<file path="src/rtl/ddr_sec_pkg.sv">
package ddr_sec_pkg;
   // control bit positions inside the 16-bit register payload
   localparam int unsigned CFG_PAY_W   = 16;
   localparam int unsigned BIT_EN      = 15;
   localparam int unsigned BIT_SEC     = 14;
   localparam int unsigned BIT_RGNX    = 13;
   localparam int unsigned BIT_BYPASS  = 15;
   localparam int unsigned MAX_MB_W    = 12;

   // payload bits that a register may hold
   function automatic logic [CFG_PAY_W-1:0] legal_bits(input int unsigned mb_w,
                                                       input bit is_start,
                                                       input bit is_last);
      logic [CFG_PAY_W-1:0] m;
      m = CFG_PAY_W'((32'd1 << mb_w) - 32'd1);
      if (is_start) begin
         m[BIT_EN]  = 1'b1;
         m[BIT_SEC] = 1'b1;
      end
      if (is_last) begin
         m[BIT_RGNX]   = 1'b1;
         m[BIT_BYPASS] = 1'b1;
      end
      return m;
   endfunction
endpackage

</file>
<file path="src/rtl/dsf_regbank.sv">
module dsf_regbank
   import ddr_sec_pkg::*;
#(
   parameter int unsigned NUM_RGN  = 8,
   parameter int unsigned MB_W     = 12,
   parameter int unsigned IDX_W    = 5,
   parameter int unsigned BASE_IDX = 6
) (
   input  logic                            clk,
   input  logic                            rst_n,
   input  logic                            we,
   input  logic [IDX_W-1:0]                idx,
   input  logic [31:0]                     wdata,
   output logic [31:0]                     rdata,
   output logic [NUM_RGN-1:0][MB_W-1:0]    rgn_lo,
   output logic [NUM_RGN-1:0][MB_W-1:0]    rgn_hi,
   output logic [NUM_RGN-1:0]              rgn_sec,
   output logic [NUM_RGN-1:0]              rgn_en,
   output logic                            rgnx_sec,
   output logic                            bypass
);
   localparam int unsigned NREG = 2 * NUM_RGN;

   logic [NREG-1:0][CFG_PAY_W-1:0] regs_q;
   logic [NREG-1:0]                hit_idx;
   logic [NREG-1:0][CFG_PAY_W-1:0] rd_terms;

   for (genvar i = 0; i < NREG; i++) begin : g_reg
      localparam bit IS_START = (i % 2) == 0;
      localparam bit IS_LAST  = (i == NREG - 1);
      localparam logic [CFG_PAY_W-1:0] LEGAL = legal_bits(MB_W, IS_START, IS_LAST);
      localparam logic [CFG_PAY_W-1:0] RST_V =
         IS_LAST ? CFG_PAY_W'(1 << BIT_BYPASS) : '0;

      assign hit_idx[i] = (idx == IDX_W'(BASE_IDX + i));

      always_ff @(posedge clk or negedge rst_n) begin
         if (!rst_n) begin
            regs_q[i] <= RST_V;
         end else if (we && hit_idx[i]) begin
            regs_q[i] <= (regs_q[i] & ~(wdata[31:16] & LEGAL))
                       | (wdata[15:0] & wdata[31:16] & LEGAL);
         end
      end

      assign rd_terms[i] = hit_idx[i] ? regs_q[i] : '0;
   end

   always_comb begin
      rdata = '0;
      for (int i = 0; i < NREG; i++) begin
         rdata[CFG_PAY_W-1:0] = rdata[CFG_PAY_W-1:0] | rd_terms[i];
      end
   end

   for (genvar n = 0; n < NUM_RGN; n++) begin : g_fld
      assign rgn_lo[n]  = regs_q[2*n][MB_W-1:0];
      assign rgn_hi[n]  = regs_q[2*n+1][MB_W-1:0];
      assign rgn_sec[n] = regs_q[2*n][BIT_SEC];
      assign rgn_en[n]  = regs_q[2*n][BIT_EN];
   end

   assign rgnx_sec = regs_q[NREG-1][BIT_RGNX];
   assign bypass   = regs_q[NREG-1][BIT_BYPASS];

   // a write with no enable bits changes nothing
   a_r2_nomask_stable: assert property (@(posedge clk) disable iff (!rst_n)
      (we && wdata[31:16] == 16'h0) |=> $stable(regs_q));

   // writes outside the window register range are ignored
   a_r3_outside_ignored: assert property (@(posedge clk) disable iff (!rst_n)
      (we && hit_idx == '0) |=> $stable(regs_q));
endmodule

</file>
<file path="src/rtl/dsf_rgn_cmp.sv">
module dsf_rgn_cmp #(
   parameter int unsigned MB_W = 12
) (
   input  logic [MB_W-1:0] addr_mb,
   input  logic [MB_W-1:0] lo,
   input  logic [MB_W-1:0] hi,
   input  logic            en,
   output logic            hit
);
   logic above_lo;
   logic below_hi;

   assign above_lo = (addr_mb >= lo);
   assign below_hi = (addr_mb <= hi);
   assign hit      = en && above_lo && below_hi;
endmodule

</file>
<file path="src/rtl/dsf_prio_pick.sv">
module dsf_prio_pick #(
   parameter int unsigned N     = 8,
   parameter int unsigned IDX_W = 4
) (
   input  logic             clk,
   input  logic             rst_n,
   input  logic [N-1:0]     hits,
   output logic [N-1:0]     grant,
   output logic             any,
   output logic [IDX_W-1:0] idx
);
   always_comb begin
      grant = '0;
      idx   = IDX_W'(N);
      for (int i = N - 1; i >= 0; i--) begin
         if (hits[i]) begin
            grant    = '0;
            grant[i] = 1'b1;
            idx      = IDX_W'(i);
         end
      end
   end

   assign any = |hits;

   // at most one window decides, and only a matching one
   a_r7_onehot_grant: assert property (@(posedge clk) disable iff (!rst_n)
      $onehot0(grant) && ((grant & ~hits) == '0));

   // any match yields a grant
   a_r7_grant_on_hit: assert property (@(posedge clk) disable iff (!rst_n)
      any |-> $countones(grant) == 1);
endmodule

</file>
<file path="src/rtl/ddr_secure_filter.sv">
module ddr_secure_filter
   import ddr_sec_pkg::*;
#(
   parameter int unsigned ADDR_W    = 32,
   parameter int unsigned MB_SHIFT  = 20,
   parameter int unsigned NUM_RGN   = 8,
   parameter int unsigned IDX_W     = 5,
   parameter int unsigned BASE_IDX  = 6,
   parameter int unsigned RGN_IDX_W = $clog2(NUM_RGN + 1)
) (
   input  logic                  clk,
   input  logic                  rst_n,
   input  logic                  cfg_we,
   input  logic [IDX_W-1:0]      cfg_idx,
   input  logic [31:0]           cfg_wdata,
   output logic [31:0]           cfg_rdata,
   input  logic                  txn_valid,
   input  logic [ADDR_W-1:0]     txn_addr,
   input  logic                  txn_ns,
   output logic                  dec_valid,
   output logic                  dec_allow,
   output logic [RGN_IDX_W-1:0]  dec_rgn
);
   localparam int unsigned MB_W = ADDR_W - MB_SHIFT;

   if (MB_W < 1 || MB_W > MAX_MB_W) begin : g_bad_mbw
      $error("ddr_secure_filter: megabyte index width out of range");
   end
   if (NUM_RGN < 1) begin : g_bad_nrgn
      $error("ddr_secure_filter: at least one window required");
   end
   if (BASE_IDX + 2 * NUM_RGN > (1 << IDX_W)) begin : g_bad_idx
      $error("ddr_secure_filter: register index width too small");
   end
   if (RGN_IDX_W < $clog2(NUM_RGN + 1)) begin : g_bad_rgnw
      $error("ddr_secure_filter: window index width too small");
   end

   logic [NUM_RGN-1:0][MB_W-1:0] rgn_lo;
   logic [NUM_RGN-1:0][MB_W-1:0] rgn_hi;
   logic [NUM_RGN-1:0]           rgn_sec;
   logic [NUM_RGN-1:0]           rgn_en;
   logic                         rgnx_sec;
   logic                         bypass;
   logic [MB_W-1:0]              addr_mb;
   logic [NUM_RGN-1:0]           hits;
   logic [NUM_RGN-1:0]           grant;
   logic                         hit_any;
   logic [RGN_IDX_W-1:0]         pick_idx;
   logic                         sec_target;
   logic                         allow_d;
   logic                         unused_addr_lo;

   assign addr_mb        = txn_addr[ADDR_W-1:MB_SHIFT];
   assign unused_addr_lo = ^txn_addr[MB_SHIFT-1:0];

   dsf_regbank #(
      .NUM_RGN  (NUM_RGN),
      .MB_W     (MB_W),
      .IDX_W    (IDX_W),
      .BASE_IDX (BASE_IDX)
   ) i_regs (
      .clk      (clk),
      .rst_n    (rst_n),
      .we       (cfg_we),
      .idx      (cfg_idx),
      .wdata    (cfg_wdata),
      .rdata    (cfg_rdata),
      .rgn_lo   (rgn_lo),
      .rgn_hi   (rgn_hi),
      .rgn_sec  (rgn_sec),
      .rgn_en   (rgn_en),
      .rgnx_sec (rgnx_sec),
      .bypass   (bypass)
   );

   for (genvar n = 0; n < NUM_RGN; n++) begin : g_cmp
      dsf_rgn_cmp #(.MB_W(MB_W)) i_cmp (
         .addr_mb (addr_mb),
         .lo      (rgn_lo[n]),
         .hi      (rgn_hi[n]),
         .en      (rgn_en[n]),
         .hit     (hits[n])
      );
   end

   dsf_prio_pick #(.N(NUM_RGN), .IDX_W(RGN_IDX_W)) i_pick (
      .clk   (clk),
      .rst_n (rst_n),
      .hits  (hits),
      .grant (grant),
      .any   (hit_any),
      .idx   (pick_idx)
   );

   assign sec_target = hit_any ? |(grant & rgn_sec) : rgnx_sec;
   assign allow_d    = bypass || !txn_ns || !sec_target;

   always_ff @(posedge clk or negedge rst_n) begin
      if (!rst_n) begin
         dec_valid <= 1'b0;
         dec_allow <= 1'b0;
         dec_rgn   <= '0;
      end else begin
         dec_valid <= txn_valid;
         if (txn_valid) begin
            dec_allow <= allow_d;
            dec_rgn   <= pick_idx;
         end
      end
   end

   // pass-through allows everything
   a_r8_bypass_allows: assert property (@(posedge clk) disable iff (!rst_n)
      (txn_valid && bypass) |=> dec_allow);

   // secure masters always pass
   a_r6_secure_allowed: assert property (@(posedge clk) disable iff (!rst_n)
      (txn_valid && !txn_ns) |=> dec_allow);

   // verdict strobe one cycle after the request
   a_r9_valid_delay: assert property (@(posedge clk) disable iff (!rst_n)
      txn_valid |=> dec_valid);
   a_r9_no_spurious: assert property (@(posedge clk) disable iff (!rst_n)
      !txn_valid |=> !dec_valid);

   // no match reports the catch-all index
   a_r7_catch_index: assert property (@(posedge clk) disable iff (!rst_n)
      (txn_valid && !hit_any) |=> dec_rgn == RGN_IDX_W'(NUM_RGN));

   // a non-secure hit on a secure enabled window is refused
   a_r5_ns_denied: assert property (@(posedge clk) disable iff (!rst_n)
      (txn_valid && txn_ns && !bypass && hit_any && |(grant & rgn_sec)) |=> !dec_allow);
endmodule

</file>
<file path="config.mk">
export PLATFORM = sky130hd
export DESIGN_NAME = ddr_secure_filter
export DESIGN_NICKNAME = d
export VERILOG_FILES = /design/src/rtl/ddr_sec_pkg.sv /design/src/rtl/dsf_regbank.sv /design/src/rtl/dsf_rgn_cmp.sv /design/src/rtl/dsf_prio_pick.sv /design/src/rtl/ddr_secure_filter.sv
export SDC_FILE = /design/constraint.sdc
export NUM_CORES = 1
export LEC_CHECK = 0
export BUFFER_PORTS_ARGS = -buffer_cell sky130_fd_sc_hd__buf_2
export CORE_MARGIN = 8
export CORE_UTILIZATION = 26
export CTS_BUF_LIST = sky130_fd_sc_hd__clkbuf_16
export DETAILED_ROUTE_END_ITERATION = 10
export SLEW_MARGIN = 10
export SYNTH_ARGS = -nofsm -noshare
export SYNTH_HDL_FRONTEND = slang
export SYNTH_SLANG_ARGS = --single-unit
export TNS_END_PERCENT = 20
</file>
<file path="constraint.sdc">
create_clock -name clk -period 2.35 [get_ports clk]
set_input_delay 0.235 -clock clk [delete_from_list [all_inputs] [get_ports clk]]
set_output_delay 0.235 -clock clk [all_outputs]
set_load 0.01 [all_outputs]
</file>
=== Word-level counts from Yosys, hierarchy flattened ===
Cells that the tools add are included.

* Reductions and logical operators: 38
* Equal/unequal tests: 16
* Multiplexer cells: 33
* Order comparisons: 16
* Bitwise operators: 52

{| class="wikitable"
|+ Operators by type and width
! cell !! count
|-
| $or A16 B16 Y16 || 24
|-
| $and A16 B16 Y16 || 17
|-
| $mux W16 || 16
|-
| $or A16 B12 Y16 || 7
|-
| $ge A12 B12 Y1 || 8
|-
| $le A12 B12 Y1 || 8
|-
| $mux W8 || 8
|-
| $eq A5 B4 Y1 const B || 8
|-
| $logic_and A1 B1 Y1 || 32
|-
| $mux W4 || 8
|-
| $not A16 Y16 || 2
|-
| $eq A5 B5 Y1 const B || 6
|-
| $not A12 Y16 || 1
|-
| $reduce_or A8 Y1 || 2
|-
| $eq A5 B3 Y1 const B || 2
|-
| $and A8 B8 Y8 || 1
|-
| $logic_not A1 Y1 || 2
|-
| $logic_or A1 B1 Y1 || 2
|-
| $mux W1 || 1
|}

* Input bits: 74
* Output and inout bits: 38
* Register bits: 262
* Logic and storage cells: 174

=== Logic depth before layout (Yosys ltp) ===
Gate-level depths: netlist of the first run.

* Depth after elaboration: 17
* Mapped depth: 11
* Depth with buffers taken out: 11

=== Cells and area by module ===
A second synthesis of the first run with hierarchy kept.

* Cell total of the unflattened synthesis: 1732
* Area, all modules: 16121.7 um^2

{| class="wikitable"
|+ Modules (own cells, without submodules)
! module !! cells an instance !! sequential area each (um^2) !! instances !! area each (um^2)
|-
| dsf_regbank || 1007 || 5256.3 || 1 || 10890.4
|-
| dsf_rgn_cmp || 85 || 0.0 || 8 || 601.8
|-
| ddr_secure_filter || 20 || 150.1 || 1 || 259.0
|-
| dsf_prio_pick || 25 || 0.0 || 1 || 157.7
|}

=== Worst setup path after synthesis of the first run ===
No wires, ideal clock.

* Path type: input -> register
* From: input txn_addr[20]
* To: register dec_allow
* Setup slack: -0.169 ns
* Library setup time: 0.126 ns
* Cell stages on the path: 11
* Required time: 2.224 ns
* Data arrival time: 2.393 ns
* Buffers on the path: 0
* Cells stage by stage: inv_1 > ha_1 > nand2b_1 > a211o_1 > a21oi_2 > o21a_1 > o2111ai_1 > or2_1 > a311oi_1 > a211oi_1 > o32a_1

* Longest elaborated chain between the ends: 16
* Elaborated cells between the ends (all ways): 46
* Those cells by class: 16 x order compare; 9 x mux; 1 x bitwise; 20 x reduce/logical

{| class="wikitable"
|+ Ends and longest elaborated chain
! element !! RTL line !! RTL
|-
| start, declared || ddr_secure_filter.sv:18 || <nowiki>input logic [ADDR_W-1:0] txn_addr,</nowiki>
|-
| $ge A12 B12 Y1 || dsf_rgn_cmp.sv:13 || <nowiki>assign above_lo = (addr_mb >= lo);</nowiki>
|-
| $logic_and A1 B1 Y1 (2 in series) || dsf_rgn_cmp.sv:15 || <nowiki>assign hit = en && above_lo && below_hi;</nowiki>
|-
| $mux W8 (8 in series) || dsf_prio_pick.sv:16 || <nowiki>if (hits[i]) begin</nowiki>
|-
| $and A8 B8 Y8 || ddr_secure_filter.sv:96 || <nowiki>assign sec_target = hit_any ? |(grant & rgn_sec) : rgnx_sec;</nowiki>
|-
| $reduce_or A8 Y1 || ddr_secure_filter.sv:96 ||
|-
| $mux W1 (*) || ddr_secure_filter.sv:96 ||
|-
| $logic_not A1 Y1 (*) || ddr_secure_filter.sv:97 || <nowiki>assign allow_d = bypass || !txn_ns || !sec_target;</nowiki>
|-
| $logic_or A1 B1 Y1 (*) || ddr_secure_filter.sv:97 ||
|-
| end signal, assigned || ddr_secure_filter.sv:107 || <nowiki>dec_allow <= allow_d;</nowiki>
|-
| end, declared || ddr_secure_filter.sv:21 || <nowiki>output logic dec_allow,</nowiki>
|}

Every way passes the cells marked *; elsewhere a longest branch is shown, timed or not.
A chain may end at the register's enable or synchronous reset.

==> results of run 1 <==
[synthesized netlist by cell type (25+ instances only)]
cell type / instances
sky130_fd_sc_hd__dfrtp_1: 215
sky130_fd_sc_hd__clkbuf_1: 53
sky130_fd_sc_hd__mux2_1: 57
sky130_fd_sc_hd__a22o_1: 25
sky130_fd_sc_hd__nand2_1: 261
sky130_fd_sc_hd__nand4_1: 36
sky130_fd_sc_hd__a222oi_1: 26
sky130_fd_sc_hd__inv_1: 185
sky130_fd_sc_hd__ha_1: 192
sky130_fd_sc_hd__a21oi_1: 64
sky130_fd_sc_hd__mux2_2: 154
sky130_fd_sc_hd__o21ai_0: 29
[where the power goes]
group | internal [mW] | switching (mW) | total (mW)
Combinational | 1.82 | 1.91 | 3.73
Sequential | 4.23 | 0.367 | 4.60
Clock | 2.16 | 1.68 | 3.84
[path summary, 6_finish.rpt]
kind                                     from                    endpoint  slack [ps]  cells past startpoint
worst min-delay path            cfg_wdata[14]                   flip-flop          30                      2
min in group asynchronous               rst_n  asynchronous set/reset pin         260                      2
worst max-delay path                flip-flop       dec_allow$_DFFE_PN0P_        -310                     10
worst max register to register      flip-flop       dec_allow$_DFFE_PN0P_        -310                     10
max in group asynchronous               rst_n  asynchronous set/reset pin        1280                      3
worst min register to register      flip-flop                   flip-flop         500                      1
[area by class of cell]
type / instances / area [um^2] / area share
Antenna cell: 1 / 2.502 / 0.0001247
Sequential cell: 216 / 5406 / 0.2693
Clock inverter: 19 / 102.6 / 0.005111
Clock buffer: 27 / 675.6 / 0.03366
Timing Repair Buffer: 395 / 3127 / 0.1558
Tap cell: 773 / 967.2 / 0.04818
Inverter: 185 / 698.2 / 0.03478
Multi-Input combinational cell: 1109 / 9094 / 0.4530
[logic make-up after synthesis]
logic type	count (synthesis)
AOI/OAI and AO/OA	265
adders and majority gates	192
buffers and inverters	276
DFF	216
muxes	213
other	1
and+or+nand+nor	422
[critical path, cell delays in order, from the launching register on]
cell,delay (ps)
sky130_fd_sc_hd__dfrtp_1,380
sky130_fd_sc_hd__inv_1,80
sky130_fd_sc_hd__ha_1,240
sky130_fd_sc_hd__a211oi_1,230
sky130_fd_sc_hd__o21ai_0,160
sky130_fd_sc_hd__o41ai_2,370
sky130_fd_sc_hd__nand2_2,170
sky130_fd_sc_hd__o311a_1,350
sky130_fd_sc_hd__o21ai_0,180
sky130_fd_sc_hd__a211oi_1,100
sky130_fd_sc_hd__o32a_1,280
[what timing repair did]
action | in CTS | in global routing
hold endpoints to repair | 59 | 0
setup endpoints to repair | 17 | 16
gates resized for setup | 40 | 29
pin swaps | 14 | 13
buffers inserted | 3 | 1
hold buffers | 4 | 0
[cells in the final DEF, fill, tap and decap left out, types with 8 or more instances in the layout]
cell,count
sky130_fd_sc_hd__buf_4,293
sky130_fd_sc_hd__nand2_1,255
sky130_fd_sc_hd__dfrtp_1,215
sky130_fd_sc_hd__inv_1,191
sky130_fd_sc_hd__ha_1,190
sky130_fd_sc_hd__mux2_2,154
sky130_fd_sc_hd__buf_2,66
sky130_fd_sc_hd__a21oi_1,62
sky130_fd_sc_hd__mux2_1,57
sky130_fd_sc_hd__nand4_1,36
sky130_fd_sc_hd__clkbuf_16,27
sky130_fd_sc_hd__a222oi_1,26
sky130_fd_sc_hd__o21ai_0,25
sky130_fd_sc_hd__nor2_1,24
sky130_fd_sc_hd__a22o_1,23
sky130_fd_sc_hd__buf_12,22
sky130_fd_sc_hd__a22oi_1,17
sky130_fd_sc_hd__nor2b_1,17
sky130_fd_sc_hd__conb_1,17
sky130_fd_sc_hd__nand3_1,16
sky130_fd_sc_hd__and2_1,16
sky130_fd_sc_hd__a21o_1,15
sky130_fd_sc_hd__a221oi_2,14
sky130_fd_sc_hd__a211oi_1,13
sky130_fd_sc_hd__nor3_1,10
sky130_fd_sc_hd__o211ai_1,10
sky130_fd_sc_hd__o21ai_1,10
sky130_fd_sc_hd__buf_6,9
sky130_fd_sc_hd__a221oi_1,8
[routing by layer]
layer	track usage	vias up	part of all wire
li1	-	6308	-
met1	0.2086	6852	0.42
met5	0	-	0.00019
met4	0.06686	2	0.041
met3	0.03268	125	0.070
met2	0.2790	488	0.47
[stage by stage]
| step | power (mW) | cell area, um^2 | std cells |
|---|---|---|---|
| after CTS | 12.15 | 19920 | 2723 |
| after global placement | 8.073 | 18890 | 2670 |
| final | 12.17 | 20070 | 2725 |
| after global routing | 12.81 | 20070 | 2724 |
| after detailed placement | 8.208 | 18890 | 2670 |
| after floorplan | 6.351 | 15340 | 1601 |
==> impl_results.rst, run 1 <==
.. list-table::
   :header-rows: 1

   * - Metric
     - Value
   * - Status
     - complete, but fails checks
   * - Failing checks
     - setup timing
   * - Maximum ir drop on the vdd rail
     - about 0.49 mV
   * - Setup Viol. Count Final
     - 10
   * - Slew @ Worst Pin
     - roughly 560 ps
   * - DR pass1 iterations
     - 6
   * - Primary FF master, synth
     - sky130_fd_sc_hd__dfrtp_1
   * - Clock slew at reported path FFs
     - roughly 60 ps
   * - Endpoint class of the critical path
     - flip-flop
   * - Worst slack at placement
     - -520.2 ps
   * - Core area
     - slightly below 60000 um^2
   * - Adder and majority cell fraction of the synthesized area
     - 0.1572
   * - Final Hold Slack
     - 34.99 ps
   * - Cell Pwr Density
     - roughly 610 nW/um^2
   * - Number of filler cells placed in the layout
     - 5922
   * - Crit path launch type
     - flip-flop
   * - Total Die Area
     - approximately 67000 um^2
   * - Avg Cell Area, Syn
     - between 9 and 10 um^2
   * - Req. time, crit path
     - approximately 2800 ps
   * - Clock tree from TritonCTS
     - done
   * - Unrepaired setup endpoints after global routing
     - true
   * - Hold violation total from the final report
     - 0
   * - Worst-Skew Late Latency
     - between 500 and 600 ps
   * - NumNets Final
     - 2200
   * - Chip width
     - about 260 um
   * - Share of post-route cells with drive strength above 1
     - 0.3321
   * - Synth Area in Compound Gates
     - 0.1276
   * - Number of levels the H-tree was split into
     - 1
   * - MaxCap Viol Count
     - 0
   * - Class of the tightest hold or removal check
     - in2reg
   * - Standard-cell row count
     - approximately 90
   * - Placed wire-length estimate after detailed placement
     - 44280 um
   * - Signal arrival time at the worst endpoint
     - 3110 ps
   * - Number of antenna-violating nets in the routed design
     - 0
   * - Biggest fanout along the worst timing path
     - 3
   * - Detailed router's first-iteration violation count
     - approximately 1400
   * - Chip height
     - 258.4 um
   * - Fin util
     - 0.3427
   * - Path type of the worst setup path
     - reg2reg
   * - Largest net degree at the start of global routing
     - 68
   * - Sum of overflow across all layers after global routing
     - 0
   * - Global-route usage over all layers
     - 0.1664
   * - Post-Route Setup TNS
     - -1090 ps
   * - Synth-to-layout area growth
     - 31.37%
   * - Seq/Total Area, Yosys
     - 0.3538
   * - Post-synthesis instance area
     - approximately 15000 um^2
   * - Number of global-route vias before repair
     - about 14000
   * - Count of synthesis-stage warnings from yosys
     - 0
   * - CTS Sinks
     - between 200 and 250
   * - Wire length of the first global-routing pass
     - approximately 86000 um
   * - Area contributors post-synth
     - sky130_fd_sc_hd__dfrtp_1, sky130_fd_sc_hd__ha_1, sky130_fd_sc_hd__mux2_2
   * - Maximum clock rate
     - ~0.38 GHz
   * - Initial Utilization
     - 0.2609
   * - Asr flop ratio synth
     - 1.000
   * - Slew headroom
     - 0.6266
   * - Leak
     - between 9 and 10 nW
   * - CTS root buf
     - sky130_fd_sc_hd__clkbuf_16
   * - #FFs+latches synth
     - approximately 220
   * - Xor/xnor cell area share of the yosys netlist
     - 0
   * - Count of port buffers added during placement
     - 72
   * - Count of flip-flops with a built-in enable after synthesis
     - 0
   * - I/O pin total
     - between 100 and 150
   * - Area share of and/or/nand/nor cells after synthesis
     - 0.1304
   * - Period Utilization, post-route
     - 1.132
   * - Global placer's final weighted congestion
     - between 0.9 and 1
   * - Setup slack after layout
     - -310.2 ps
   * - Setup Skew
     - approximately 6.9 ps
   * - DRC errors left
     - 0
   * - Combinational family with the most area after synthesis
     - adder cells
   * - Portion of synthesized cell area occupied by the leading cell type
     - 0.3521
   * - Slew Viols, Final
     - 0
   * - Bufs on Longest Clock Path
     - 3
   * - Post-synthesis cell type with the largest combined area
     - sky130_fd_sc_hd__dfrtp_1
   * - Vias per cell
     - 5.055
   * - Multiplexer area fraction after synthesis
     - 0.1568
   * - Number of unique standard cell types used by synthesis
     - 66
   * - Vias
     - between 10000 and 15000
   * - Post-DR wirelength/cell
     - 20.92 um
   * - Wire length after detailed routing
     - about 57000 um
   * - Cts bufs inserted
     - 27
   * - Clock period minus worst slack
     - 2660 ps
   * - Post-synthesis instance total
     - ~1600
   * - Antenna violations before repair
     - 4
No activity file was read; power rests on OpenSTA's default activity.
==> inputs of run 2 (changes only) <==
--- a/config.mk
+++ b/config.mk
@@ -6,10 +6,14 @@
 export NUM_CORES = 1
 export LEC_CHECK = 0
 export BUFFER_PORTS_ARGS = -buffer_cell sky130_fd_sc_hd__buf_2
+export CELL_PAD_IN_SITES_DETAIL_PLACEMENT = 1
+export CELL_PAD_IN_SITES_GLOBAL_PLACEMENT = 2
 export CORE_MARGIN = 8
 export CORE_UTILIZATION = 26
 export CTS_BUF_LIST = sky130_fd_sc_hd__clkbuf_16
 export DETAILED_ROUTE_END_ITERATION = 10
+export HOLD_SLACK_MARGIN = 0.05
+export PLACE_DENSITY_LB_ADDON = 0.1
 export SLEW_MARGIN = 10
 export SYNTH_ARGS = -nofsm -noshare
 export SYNTH_HDL_FRONTEND = slang
==> run 2 against run 1 <==
Effect of this change: utilization rose by 1.8 points; clock power grew 28%; the flow still finishes with violations (setup timing); first-iteration DRC count down 53%; combinational power rose by 9.9%; design area grew 5.3%; largest power group is now the clock network; sequential share of layout area down 1.3 points; critical endpoint unchanged.
==> impl_results.rst, run 2 (synthesized netlist as in run 1, its figures left out) <==
.. list-table::
   :header-rows: 1

   * - Metric
     - Value
   * - Status
     - complete, but fails checks
   * - Failing checks
     - setup timing
   * - Slew @ Worst Pin
     - ~570 ps
   * - Area used by multi-input combinational logic
     - 9323 um^2
   * - Wire length of the first global-routing pass
     - just under 100000 um
   * - Cell area after layout
     - between 20000 and 25000 um^2
   * - Clock period minus worst slack
     - around 2800 ps
   * - Vias
     - about 13000
   * - Req. time, crit path
     - around 2800 ps
   * - Vias per cell
     - 4.791
   * - Met3 demand-to-capacity share in global routing
     - 0.02062
   * - Wire length after detailed routing
     - about 66000 um
   * - Slew headroom
     - 0.6233
   * - Period Utilization, post-route
     - 1.173
   * - NumNets Final
     - between 2000 and 2500
   * - Overall power
     - 13.59 mW
   * - Crit path launch type
     - flip-flop
   * - I/O pin total
     - approximately 110
   * - Slew Viols, Final
     - 0
   * - Unrepaired setup endpoints after global routing
     - true
   * - Bufs on Longest Clock Path
     - 3
   * - Sum of overflow across all layers after global routing
     - 0
   * - Worst slack at placement
     - -695.0 ps
   * - Fin util
     - 0.3607
   * - Biggest fanout along the worst timing path
     - 4
   * - Standard-cell row count
     - 89
   * - GRT busiest layer
     - met2
   * - Total Die Area
     - 66780 um^2
   * - Setup Skew
     - 10.22 ps
   * - Share of post-route cells with drive strength above 1
     - 0.3760
   * - Setup slack after layout
     - -405.9 ps
   * - Antenna violations before repair
     - 3
   * - Final Hold Slack
     - 83.49 ps
   * - Largest net degree at the start of global routing
     - roughly 50
   * - Maximum clock rate
     - approximately 0.36 GHz
   * - Initial Utilization
     - 0.2609
   * - Placed wire-length estimate after detailed placement
     - approximately 52000 um
   * - Path type of the worst setup path
     - reg2reg
   * - Number of antenna-violating nets in the routed design
     - 0
   * - Number of filler cells placed in the layout
     - ~6700
   * - CTS root buf
     - sky130_fd_sc_hd__clkbuf_16
   * - Cts bufs inserted
     - 31
   * - CTS Sinks
     - between 200 and 250
   * - Clock tree from TritonCTS
     - done
   * - Placed cell count
     - between 2000 and 3000
   * - Number of global-route vias before repair
     - roughly 15000
   * - Worst-Skew Late Latency
     - between 500 and 600 ps
   * - Class of the tightest hold or removal check
     - in2reg
   * - Maximum ir drop on the vdd rail
     - just under 0.5 mV
   * - Chip width
     - between 200 and 300 um
   * - Hold violation total from the final report
     - 0
   * - Reg area
     - approximately 5400 um^2
   * - MaxCap Viol Count
     - 0
   * - Leak
     - approximately 9.9 nW
   * - DP Area
     - a little under 20000 um^2
   * - Post-DR wirelength/cell
     - between 20 and 25 um
   * - Setup Viol. Count Final
     - 10
   * - Cell Pwr Density
     - about 640 nW/um^2
   * - Signal arrival time at the worst endpoint
     - roughly 3200 ps
   * - Met2 Use GR
     - 0.3407
   * - Count of port buffers added during placement
     - 72
   * - Post-Route Setup TNS
     - -1773 ps
   * - Chip height
     - ~260 um
   * - Synth-to-layout area growth
     - 38.29%
   * - Global-route usage over all layers
     - 0.1955
   * - DR pass1 iterations
     - 5
   * - Leading cell types in the layout, fill and taps excluded
     - sky130_fd_sc_hd__buf_4, sky130_fd_sc_hd__nand2_1, sky130_fd_sc_hd__dfrtp_1, sky130_fd_sc_hd__ha_1, sky130_fd_sc_hd__inv_1
   * - Core area
     - approximately 60000 um^2
   * - Count of non-filler cells in the finished layout
     - 2803
   * - Met1 track utilization from global routing
     - 0.2546
   * - Commonest non-fill, non-tap cell in the layout
     - sky130_fd_sc_hd__buf_4
   * - Clock slew at reported path FFs
     - approximately 60 ps
   * - DRC errors left
     - 0
   * - Detailed router's first-iteration violation count
     - 660
   * - Global placer's final weighted congestion
     - 0.8337
   * - Number of levels the H-tree was split into
     - 1
   * - Endpoint class of the critical path
     - flip-flop
-- run 2: cell types whose count changed in the layout (fill, tap and decap cells not counted), moves of 6 or more --
cell | before | now
sky130_fd_sc_hd__ha_4 | 2 | 10
sky130_fd_sc_hd__buf_4 | 293 | 350
sky130_fd_sc_hd__a21oi_1 | 62 | 56
sky130_fd_sc_hd__inv_1 | 191 | 179
sky130_fd_sc_hd__ha_1 | 190 | 182
-- run 2: layout make-up --
class                      count  share of cell area
timing repair buffer         462              0.1746
inverter                     185             0.03304
sequential                   216              0.2559
clock buffer                  31             0.03671
clock inverter                26             0.01267
antenna                        1           0.0001184
multi-input combinational   1109              0.4412
tap                          773             0.04577
-- run 2: layer usage --
layer	wire length, um	part of all wire
met5	13	0.00020
met4	1678	0.025
met3	1917	0.029
met2	32530	0.49
met1	29860	0.45
-- run 2: what timing repair did --
| action | CTS | global route |
|---|---|---|
| setup endpoints to repair | 17 | 17 |
| pin swaps | 15 | 31 |
| gates resized for setup | 56 | 60 |
| endpoints found under the hold margin | 199 | 0 |
| buffers inserted | 2 | 7 |
| hold buffers | 7 | 0 |
-- run 2: final timing paths --
path,start,to,slack (ps),depth (start not counted)
min in group asynchronous,rst_n,asynchronous set/reset pin,160,2
hold reg to reg,flip-flop,flip-flop,490,1
setup reg to reg,flip-flop,dec_allow$_DFFE_PN0P_,-410,11
hold / removal,cfg_wdata[30],flip-flop,80,3
setup / recovery,flip-flop,dec_allow$_DFFE_PN0P_,-410,11
max in group asynchronous,rst_n,asynchronous set/reset pin,1440,3
-- run 2: critical path: stages (launching register included) --
cell                        delay, ps
sky130_fd_sc_hd__dfrtp_1          390
sky130_fd_sc_hd__inv_2             80
sky130_fd_sc_hd__ha_4             190
sky130_fd_sc_hd__nor2b_4          120
sky130_fd_sc_hd__o211ai_1         300
sky130_fd_sc_hd__a211oi_2         160
sky130_fd_sc_hd__a2111oi_2        350
sky130_fd_sc_hd__o221ai_2         270
sky130_fd_sc_hd__and2_4           230
sky130_fd_sc_hd__a311oi_2         220
sky130_fd_sc_hd__a211oi_2          60
sky130_fd_sc_hd__o32a_1           280
-- run 2: power breakdown --
| part | total, mW | switching, mW | internal (mW) |
|---|---|---|---|
| registers | 4.57 | 0.343 | 4.23 |
| clock network | 4.91 | 1.98 | 2.94 |
| logic | 4.10 | 2.08 | 2.02 |
==> inputs of run 3 (changes only) <==
--- a/config.mk
+++ b/config.mk
@@ -5,12 +5,15 @@
 export SDC_FILE = /design/constraint.sdc
 export NUM_CORES = 1
 export LEC_CHECK = 0
+export ABC_AREA = 1
 export BUFFER_PORTS_ARGS = -buffer_cell sky130_fd_sc_hd__buf_2
 export CELL_PAD_IN_SITES_DETAIL_PLACEMENT = 1
 export CELL_PAD_IN_SITES_GLOBAL_PLACEMENT = 2
+export CORE_ASPECT_RATIO = 0.5
 export CORE_MARGIN = 8
 export CORE_UTILIZATION = 26
 export CTS_BUF_LIST = sky130_fd_sc_hd__clkbuf_16
+export CTS_CLUSTER_DIAMETER = 50
 export DETAILED_ROUTE_END_ITERATION = 10
 export HOLD_SLACK_MARGIN = 0.05
 export PLACE_DENSITY_LB_ADDON = 0.1
==> run 3 against run 2 <==
Effect of this change: the run now ends clean; utilization decreased by 3.2 points; via count increased by 8.8%; largest cell class unchanged; first-iteration DRC count increased by 29%; critical path depth decreased by 4; design area decreased by 7.7%; clock power increased by 1%; fmax increased by 20%; die area increased by 2.7%; register-to-register slack improved by 480 ps; highest routed layer is now met4.
==> impl_results.rst, run 3 <==
.. list-table::
   :header-rows: 1

   * - Metric
     - Value
   * - #FFs+latches synth
     - between 200 and 250
   * - Reg area
     - between 5000 and 6000 um^2
   * - Clock slew at reported path FFs
     - about 60 ps
   * - Commonest non-fill, non-tap cell in the layout
     - sky130_fd_sc_hd__nand2_1
   * - Area used by multi-input combinational logic
     - 8877 um^2
   * - Most frequent cells after synthesis
     - sky130_fd_sc_hd__nand2_1, sky130_fd_sc_hd__inv_1, sky130_fd_sc_hd__dfrtp_1
   * - Worst-Skew Late Latency
     - roughly 540 ps
   * - Hold violation total from the final report
     - 0
   * - Worst slack at placement
     - -246.1 ps
   * - Leading cell types in the layout, fill and taps excluded
     - sky130_fd_sc_hd__nand2_1, sky130_fd_sc_hd__inv_1, sky130_fd_sc_hd__dfrtp_1, sky130_fd_sc_hd__ha_1, sky130_fd_sc_hd__a21oi_1
   * - Count of flip-flops with a built-in enable after synthesis
     - 0
   * - Seq/Total Area, Yosys
     - 0.3463
   * - Global-route usage over all layers
     - 0.1920
   * - Wire length after detailed routing
     - roughly 66000 um
   * - Bufs on Longest Clock Path
     - 3
   * - Sum of overflow across all layers after global routing
     - 0
   * - Synth-to-layout area growth
     - 24.92%
   * - Path type of the worst setup path
     - reg2out
   * - CTS Sinks
     - around 220
   * - Maximum ir drop on the vdd rail
     - roughly 0.40 mV
   * - Critical Path, Cell by Cell
     - inv_2, o22ai_2, a21oi_2, o21ai_2, a2111oi_4, nand3_1, buf_2
   * - I/O pin total
     - roughly 110
   * - Slew @ Worst Pin
     - roughly 780 ps
   * - Number of unique standard cell types used by synthesis
     - between 40 and 50
   * - Class of the tightest hold or removal check
     - in2reg
   * - Post-Route Setup TNS
     - 0 ps
   * - DP Area
     - ~18000 um^2
   * - Initial Utilization
     - 0.2633
   * - Share of post-route cells with drive strength above 1
     - 0.1932
   * - Signal arrival time at the worst endpoint
     - 2060 ps
   * - Req. time, crit path
     - roughly 2100 ps
   * - Maximum clock rate
     - roughly 0.44 GHz
   * - Post-synthesis instance area
     - roughly 16000 um^2
   * - Count of synthesis-stage warnings from yosys
     - 0
   * - DRC errors left
     - 0
   * - Status
     - finished clean
   * - Detailed router's first-iteration violation count
     - 852
   * - Largest net degree at the start of global routing
     - between 60 and 70
   * - Slew headroom
     - 0.4810
   * - CTS root buf
     - sky130_fd_sc_hd__clkbuf_16
   * - Cts bufs inserted
     - 35
   * - Hold_sp
     - cfg_wdata[30]
   * - Number of antenna-violating nets in the routed design
     - 0
   * - Slew Viols, Final
     - 0
   * - Core area
     - about 60000 um^2
   * - Logic depth of the worst setup path including buffers
     - 7
   * - Post-DR wirelength/cell
     - about 22 um
   * - Portion of synthesized cell area occupied by the leading cell type
     - 0.3447
   * - Primary FF master, synth
     - sky130_fd_sc_hd__dfrtp_1
   * - Setup slack after layout
     - 58.01 ps
   * - Standard-cell row count
     - 63
   * - Crit path buffers/inverters
     - 2
   * - Unrepaired setup endpoints after global routing
     - true
   * - DR pass1 iterations
     - 5
   * - Hold Path Cell Cnt
     - 2
   * - NumNets Final
     - 2500
   * - MaxCap Viol Count
     - 0
   * - Biggest fanout along the worst timing path
     - 2
   * - Cell area after layout
     - 19500 um^2
   * - Chip width
     - 362.5 um
   * - Vias per cell
     - 4.762
   * - Number of cells on the worst reg-to-reg path
     - 14
   * - Global placer's final weighted congestion
     - between 0.8 and 0.9
   * - Crit path launch type
     - flip-flop
   * - Antenna Cells
     - 0
   * - Period Utilization, post-route
     - 0.9753
   * - Cell with the most instances after synthesis
     - sky130_fd_sc_hd__nand2_1
   * - Chip height
     - about 190 um
   * - Final Hold Slack
     - between 80 and 90 ps
   * - Vias
     - 14615
   * - Number of filler cells placed in the layout
     - ~7200
   * - Slowest stage cell on the critical path
     - sky130_fd_sc_hd__a2111oi_4
   * - Area contributors post-synth
     - sky130_fd_sc_hd__dfrtp_1, sky130_fd_sc_hd__ha_1, sky130_fd_sc_hd__nand2_1
   * - Endpoint class of the critical path
     - primary output
   * - Asr flop ratio synth
     - 1.000
   * - Count of port buffers added during placement
     - slightly above 70
   * - Clock period minus worst slack
     - roughly 2300 ps
   * - Placed wire-length estimate after detailed placement
     - ~52000 um
   * - Wire length of the first global-routing pass
     - just under 100000 um
   * - Setup Viol. Count Final
     - 0
   * - Delay contributed by the slowest stage of the critical path
     - 410 ps
   * - Top delay family on crit path
     - compound AO/OA/AOI/OAI gates
   * - Leak
     - between 9 and 10 nW
   * - Avg Cell Area, Syn
     - 7.686 um^2
   * - Clock tree from TritonCTS
     - done
   * - Antenna violations before repair
     - 2
   * - Number of levels the H-tree was split into
     - 2
   * - Number of global-route vias before repair
     - 14841
   * - Post-synthesis instance total
     - between 2000 and 2500
   * - Setup Skew
     - around 14 ps
   * - Post-synthesis cell type with the largest combined area
     - sky130_fd_sc_hd__dfrtp_1
   * - Overall power
     - about 14 mW
   * - Total Die Area
     - slightly below 70000 um^2
   * - Cell Pwr Density
     - 708.1 nW/um^2
==> run 3: metrics by stage <==
stage	util	std cells
after floorplan	-	2047
after global placement	0.3026	2992
after detailed placement	0.3026	2992
after CTS	0.3216	3057
after global routing	0.3290	3069
final	0.3290	3069
==> run 3: layout make-up <==
cell class	instances	share of cell area
clock buffer	35	0.04491
tap	812	0.05210
timing repair buffer	238	0.09849
inverter	320	0.06275
sequential	216	0.2773
clock inverter	25	0.009240
multi-input combinational	1423	0.4552
==> run 3: per-layer routing <==
layer / share of wire / vias to the layer above / track usage
li1: - / 7199 / -
met1: 0.55 / 7101 / 0.3035
met2: 0.39 / 242 / 0.2713
met3: 0.038 / 73 / 0.02775
met4: 0.018 / 0 / 0.03673
met5: 0 / - / 0
==> run 3: cell families after synthesis <==
group / after synthesis / synth area share
fa+ha+maj: 192 / 0.1539
simple gates: 716 / 0.2025
compound gates: 498 / 0.1850
other cells: 1 / 0.0002402
buf+inv: 408 / 0.1121
flops: 216 / 0.3463
==> run 3: worst paths after layout <==
check,to,slack (ps)
max,cfg_rdata[7],60
min,flip-flop,80
max reg2reg,dec_allow$_DFFE_PN0P_,70
min reg2reg,flip-flop,470
max in group asynchronous,asynchronous set/reset pin,1370
min in group asynchronous,asynchronous set/reset pin,180
==> run 3: repair_timing <==
item                       4_1_cts  5_1_grt
gates resized for setup          6       90
hold endpoints to repair       160        0
setup endpoints to repair        4       15
pin swaps                        0       21
buffers inserted                 0       12
hold buffers                     5        0
==> run 3: worst reg2reg max path, stage by stage (launching register included) <==
cell and delay [ps]:
sky130_fd_sc_hd__dfrtp_1 360, sky130_fd_sc_hd__inv_2 70, sky130_fd_sc_hd__ha_4 270, sky130_fd_sc_hd__nand4_1 260
sky130_fd_sc_hd__nor2_1 210, sky130_fd_sc_hd__buf_4 150, sky130_fd_sc_hd__buf_4 100, sky130_fd_sc_hd__nand4_1 120
sky130_fd_sc_hd__nand2_1 130, sky130_fd_sc_hd__nand3_2 80, sky130_fd_sc_hd__nand2_2 110, sky130_fd_sc_hd__nor2_4 60
sky130_fd_sc_hd__nand2_2 80, sky130_fd_sc_hd__nand3_2 80, sky130_fd_sc_hd__a21oi_2 130
==> run 3: power by group <==
part           internal (mW)  leakage (nW)  switching, mW
logic                   1.57          5.96           2.49
registers               4.33          2.81          0.457
clock network           2.77         0.516           2.19
